[src/rtl/mfc_pkg.sv]
// Package mfc_pkg
// Shared constants and types for the mute and flush controller.
// Assumes nothing beyond the parameters chosen at the top level.
package mfc_pkg;

    // Number of disturbance sources merged into the mute request
    localparam int NUM_EVENTS = 4;

    // Phase of the output gain
    typedef enum logic [1:0] {
        RAMP_MUTED  = 2'd0,
        RAMP_RISING = 2'd1,
        RAMP_FULL   = 2'd2
    } ramp_state_t;

    // Divider between gain steps for a ramp of ramp_cycles to full scale
    function automatic int ramp_divider(input int ramp_cycles, input int gain_max);
        int d;
        d = (ramp_cycles + gain_max - 1) / gain_max;
        return (d < 1) ? 1 : d;
    endfunction

endpackage

[src/rtl/mfc_event_merge.sv]
// Module mfc_event_merge
// Merges the disturbance strobes into one combinational event flag.
// Assumes the strobes are already synchronous to clk.
module mfc_event_merge #(
    parameter int NUM_SRC = 4
) (
    input  logic [NUM_SRC-1:0] evt_i,
    output logic               any_o
);

    logic [NUM_SRC:0] chain;

    // Seed of the OR chain
    assign chain[0] = 1'b0;

    // One OR stage per source
    for (genvar g = 0; g < NUM_SRC; g++) begin : g_or
        assign chain[g+1] = chain[g] | evt_i[g];
    end

    assign any_o = chain[NUM_SRC];

endmodule

[src/rtl/mfc_hold_timer.sv]
// Module mfc_hold_timer
// Retriggerable hold: active at once on an event, then for HOLD_CYCLES
// cycles after the last edge that sampled an event. Reset loads the hold
// exactly as an event does.
// Assumes HOLD_CYCLES >= 1.
module mfc_hold_timer #(
    parameter int HOLD_CYCLES = 903168
) (
    input  logic clk,
    input  logic rst_n,
    input  logic evt_i,
    output logic hold_o
);

    localparam int CW = $clog2(HOLD_CYCLES + 1);
    localparam logic [CW-1:0] RELOAD = CW'(HOLD_CYCLES - 1);

    logic [CW-1:0] cnt_q;
    logic          held_q;

    // Load on reset or event, count down while held, release at zero
    always_ff @(posedge clk) begin
        if (!rst_n || evt_i) begin
            held_q <= 1'b1;
            cnt_q  <= RELOAD;
        end else if (held_q) begin
            if (cnt_q == '0) begin
                held_q <= 1'b0;
            end else begin
                cnt_q <= cnt_q - 1'b1;
            end
        end
    end

    // Event bypasses the register so the request rises in the same cycle
    assign hold_o = held_q | evt_i;

endmodule

[src/rtl/mfc_gain_ramp.sv]
// Module mfc_gain_ramp
// Linear fade-in: while muted the gain is zero; once unmuted it steps
// up one LSB every RAMP_DIV cycles and saturates at full scale.
// Assumes mute_i already holds the combinational event path.
module mfc_gain_ramp
    import mfc_pkg::*;
#(
    parameter int GAIN_W      = 16,
    parameter int RAMP_CYCLES = 2257920
) (
    input  logic              clk,
    input  logic              rst_n,
    input  logic              mute_i,
    output logic [GAIN_W-1:0] gain_o
);

    localparam int GAIN_MAX = (1 << GAIN_W) - 1;
    localparam int RAMP_DIV = ramp_divider(RAMP_CYCLES, GAIN_MAX);
    localparam int DW       = $clog2(RAMP_DIV + 1);
    localparam logic [DW-1:0]     DIV_LAST = DW'(RAMP_DIV - 1);
    localparam logic [GAIN_W-1:0] FULL     = GAIN_W'(GAIN_MAX);

    ramp_state_t       state_q;
    logic [GAIN_W-1:0] gain_q;
    logic [DW-1:0]     div_q;
    logic [GAIN_W-1:0] gain_next;

    // Candidate for the next gain step
    always_comb gain_next = gain_q + 1'b1;

    // Gain stepping and phase tracking
    always_ff @(posedge clk) begin
        if (!rst_n || mute_i) begin
            state_q <= RAMP_MUTED;
            gain_q  <= '0;
            div_q   <= '0;
        end else begin
            unique case (state_q)
                RAMP_MUTED, RAMP_RISING: begin
                    if (div_q == DIV_LAST) begin
                        div_q   <= '0;
                        gain_q  <= gain_next;
                        state_q <= (gain_next == FULL) ? RAMP_FULL : RAMP_RISING;
                    end else begin
                        div_q   <= div_q + 1'b1;
                        state_q <= RAMP_RISING;
                    end
                end
                RAMP_FULL: begin
                    gain_q <= FULL;
                end
                default: begin
                    state_q <= RAMP_MUTED;
                    gain_q  <= '0;
                end
            endcase
        end
    end

    // Muting wins at once, without waiting for the register
    assign gain_o = mute_i ? '0 : gain_q;

endmodule

[src/rtl/mute_flush_ctrl.sv]
// Module mute_flush_ctrl
// Top level: merges disturbance strobes, holds the mute and flush request
// for a retriggerable interval, then fades the stereo gain back in.
// Assumes synchronous strobes and a synchronous active-low reset.
module mute_flush_ctrl
    import mfc_pkg::*;
#(
    parameter int HOLD_CYCLES = 903168,
    parameter int RAMP_CYCLES = 2257920,
    parameter int GAIN_W      = 16
) (
    input  logic              clk,
    input  logic              rst_n,
    input  logic              fmt_chg_i,
    input  logic              sel_chg_i,
    input  logic              lock_lost_i,
    input  logic              stream_err_i,
    output logic              flush_o,
    output logic              mute_o,
    output logic [GAIN_W-1:0] gain_o
);

    logic [NUM_EVENTS-1:0] evt_vec;
    logic                  evt_any;
    logic                  hold;

    // Pack the strobes; the bit order carries no priority
    assign evt_vec = {stream_err_i, lock_lost_i, sel_chg_i, fmt_chg_i};

    mfc_event_merge #(
        .NUM_SRC (NUM_EVENTS)
    ) u_merge (
        .evt_i (evt_vec),
        .any_o (evt_any)
    );

    mfc_hold_timer #(
        .HOLD_CYCLES (HOLD_CYCLES)
    ) u_hold (
        .clk    (clk),
        .rst_n  (rst_n),
        .evt_i  (evt_any),
        .hold_o (hold)
    );

    mfc_gain_ramp #(
        .GAIN_W      (GAIN_W),
        .RAMP_CYCLES (RAMP_CYCLES)
    ) u_ramp (
        .clk    (clk),
        .rst_n  (rst_n),
        .mute_i (hold),
        .gain_o (gain_o)
    );

    // One request serves both buffer clearing and modulator muting
    assign flush_o = hold;
    assign mute_o  = hold;

endmodule

[config.mk]
export PLATFORM = sky130hd
export DESIGN_NAME = mute_flush_ctrl
export DESIGN_NICKNAME = d
export VERILOG_FILES = /design/src/rtl/mfc_pkg.sv /design/src/rtl/mfc_event_merge.sv /design/src/rtl/mfc_hold_timer.sv /design/src/rtl/mfc_gain_ramp.sv /design/src/rtl/mute_flush_ctrl.sv
export SDC_FILE = /design/constraint.sdc
export NUM_CORES = 1
export LEC_CHECK = 0
export BUFFER_PORTS_ARGS = -buffer_cell sky130_fd_sc_hd__buf_2
export CORE_MARGIN = 1.5
export CORE_UTILIZATION = 43
export CTS_CLUSTER_DIAMETER = 80
export DETAILED_ROUTE_END_ITERATION = 12
export PLACE_DENSITY = 0.6
export SYNTH_ARGS = -nofsm -noshare
export SYNTH_HDL_FRONTEND = slang
export SYNTH_SLANG_ARGS = --single-unit
[constraint.sdc]
create_clock -name clk -period 1.9 [get_ports clk]
set_input_delay 0.38 -clock clk [delete_from_list [all_inputs] [get_ports clk]]
set_output_delay 0.38 -clock clk [all_outputs]
set_load 0.005 [all_outputs]
==> flow_summary.yaml <==
placed_design:
  gp_congestion: 0.868
  port_buffers: 23
  place_area_um2: 2830
  placed_cells: 395
  place_hpwl_mm: 3.77
logic_synthesis:
  seq_area_frac_synth_pct: 36.1
  synth_ff_type: "dfxtp_1"
  async_flop_share_pct: 0
  synth_top_area_cell: "dfxtp_1"
  netlist_instances: 289
  synth_edf_count: 0
  syn-num-nets: 301
  synth-seq-cells: 45
  synth_top_area_share_pct: 36.1
  yosysWarnings: 0
  syn_area_per_cell_um2: 8.64
  synth_area_um2: 2500
  netlist_top_cells_area: "dfxtp_1 36%, xor2_1 7.7%, xnor2_1 5.6%"
  synth_cell_types: 53
layout:
  layout_commonest_cell: "dfxtp_1"
  antennaDiodeCount: 0
  syn_to_final_growth_pct: 20.6
  fill_cells: 547
  multiInputGateArea_um2: 1540
  finalNonFillerCells: 408
  stdcell_area_um2: 3010
  layout.nets: 347
  layout_common_cells: "44 x dfxtp_1, 32 x nand2_1, 30 x nor2_1"
  drive_gt1_share_pct: 24.1
  fin_util_pct: 54.4
  regArea_um2: 902
detailed_routing:
  drt_iter0_markers: 107
  finalWirelength_mm: 5.51
  vias_per_cell: 5.14
  vias: 2097
  antenna_left: 0
  avgRoutedWirePerCell_um: 13.5
  drcViolationCount: 0
  firstDrtPassIters: 4
sta:
  timing.final.crit_share_pct: 98.4
  worstMarginPinSlew_ns: 0.538
  maxSlewHeadroom_pct: 63.9
  finalClockSkew_ns: 0.00854
  fmax_mhz: 535
  finalHoldViolCount: 0
  setup_violations: 0
  fin_crit_ns: 1.87
  slew_viol_final: 0
  rsz0062_at_grt: "true"
setup_path:
  r2r-start: "u_hold.cnt_q[8]"
  startpoint_type: "flop"
  startpoint: "u_hold.cnt_q[8]"
  cp_data_arrival_time_ns: 2.06
  critPathRequiredTime_ns: 2.09
  slowest_delay_ns: 0.55
  slowest_stage: "or4_4"
  cp_max_fo: 9
  endpoint_kind: "flop"
  path_cells: "or4_4 -> nand4bb_4 -> buf_6 -> o2111ai_2 -> xor2_1 -> nand2_1"
  crit_type: "reg -> reg"
worst_hold_path:
  min_path_type: "in -> reg"
  hold_path.startpoint: "rst_n"
floorplan:
  die_w_um: 79.2
  core-area_um2: 5540
  rows: 27
  die_y_um: 79.2
  initial_core_util_pct: 45.1
  ios: 24
  die-area_um2: 6270
global_route:
  grt-busiest-layer: "met2"
  grt_max_degree: 19
  overflow: 0
  grtUsageMet3_pct: 2.76
  grtUsageTotal_pct: 18.5
  grtUsageMet1_pct: 22.7
  grt_pass1_wl_mm: 9.17
  grtUsageMet2_pct: 32.4
  antenna_found_initial: 0
  first_global_vias: 1992
clocking:
  root_buffer: "clkbuf_8"
  cts_buffers: 5
  cts.path.max_buffers: 2
  cts-htree-levels: 2
  cts.sinks: 45
  hold_buffers: 0
  clk_pin_slew_worst_paths_ns: 0.09
  cts_tree: "done"
  clk_latency_ns: 0.30
pwr:
  leakagePower_nw: 1.13
  peakVddDrop_mv: 0.457
  total_power_mw: 1.56
  power.density_nw_per_um2: 517
flow_run:
  drv_cap: 0
outcome:
  status: "finished, final reports clean"
## synth_stat cells, types with 3 or more instances
master	count
a21boi_0	14
a21o_1	3
a21oi_1	5
and2_1	16
clkbuf_1	7
dfxtp_1	45
ha_1	6
inv_1	9
nand2_1	32
nand3_1	10
nand4_1	9
nand4b_1	5
nor2_1	30
nor2b_1	3
nor3_1	9
nor4_1	4
o21ai_0	3
xnor2_1	16
xor2_1	22
## layout make-up
cell class / instances / area share (%)
well taps: 72 / 2.99
repair buffers: 52 / 12.0
clock buffers: 6 / 2.41
clock inverters: 2 / 0.332
flip-flops and latches: 45 / 29.9
multi-input cells: 222 / 51.2
inverters: 9 / 1.12
## registers in the layout, indices dropped and copies added, names as in the netlist
signal and cells:
u_ramp.div_q 6, u_hold.held_q 1, u_hold.cnt_q 20, u_ramp.gain_q 16, u_ramp.state_q 2
## worst max-delay path: cells and delay by family (launching register included)
kind	cells	cell delay, ns
simple gates	3	0.87
flops	1	0.35
compound gates	1	0.20
buf+inv	1	0.18
xor+xnor	1	0.16
## final timing paths
path,depth (start not counted),endpoint,slack (ns)
worst min-delay path,3,u_hold.cnt_q[11],0.46
worst max-delay path,6,u_hold.cnt_q[4],0.03
worst min register to register,2,u_hold.cnt_q[12],0.50
worst max register to register,6,u_hold.cnt_q[4],0.03
## what timing repair did
action | 4_1_cts | 5_1_grt
pin swaps | 0 | 8
endpoints found under the setup margin | 3 | 32
resized for setup | 1 | 10
setup buffers | 0 | 5
## report_power, final
part / total [mW] / internal [mW] / switching (mW)
sequential: 0.943 / 0.942 / 0.000241
clock: 0.599 / 0.256 / 0.343
combinational: 0.0145 / 0.00634 / 0.00818
total: 1.56 / 1.20 / 0.352
## per-stage QoR
step / setup WS [ns] / hold WS (ns) / TNS [ns]
after detailed placement: -0.0131 / 0.475 / -0.0227
after global routing: -0.0669 / 0.486 / -0.398
after CTS: 0.0106 / 0.452 / 0
after floorplan: 0.0932 / 0.451 / 0
final: 0.0296 / 0.456 / 0
after global placement: 0.0298 / 0.469 / 0
## logic make-up after synthesis
group | after synthesis | share of synthesized area [%]
compound gates | 40 | 12.6
xor+xnor | 38 | 13.3
fa+ha+maj | 6 | 3.01
buf+inv | 22 | 4.01
flops | 45 | 36.1
mux | 1 | 0.401
simple gates | 137 | 30.6
## layer usage
layer	part of all wire, %	vias up	routed length, um
met3	3.3	6	180
met4	1.3	0	72
met1	45	967	2480
met2	50	44	2770
met5	0	-	0
li1	-	1080	-
(Power assumes the default switching activity.)
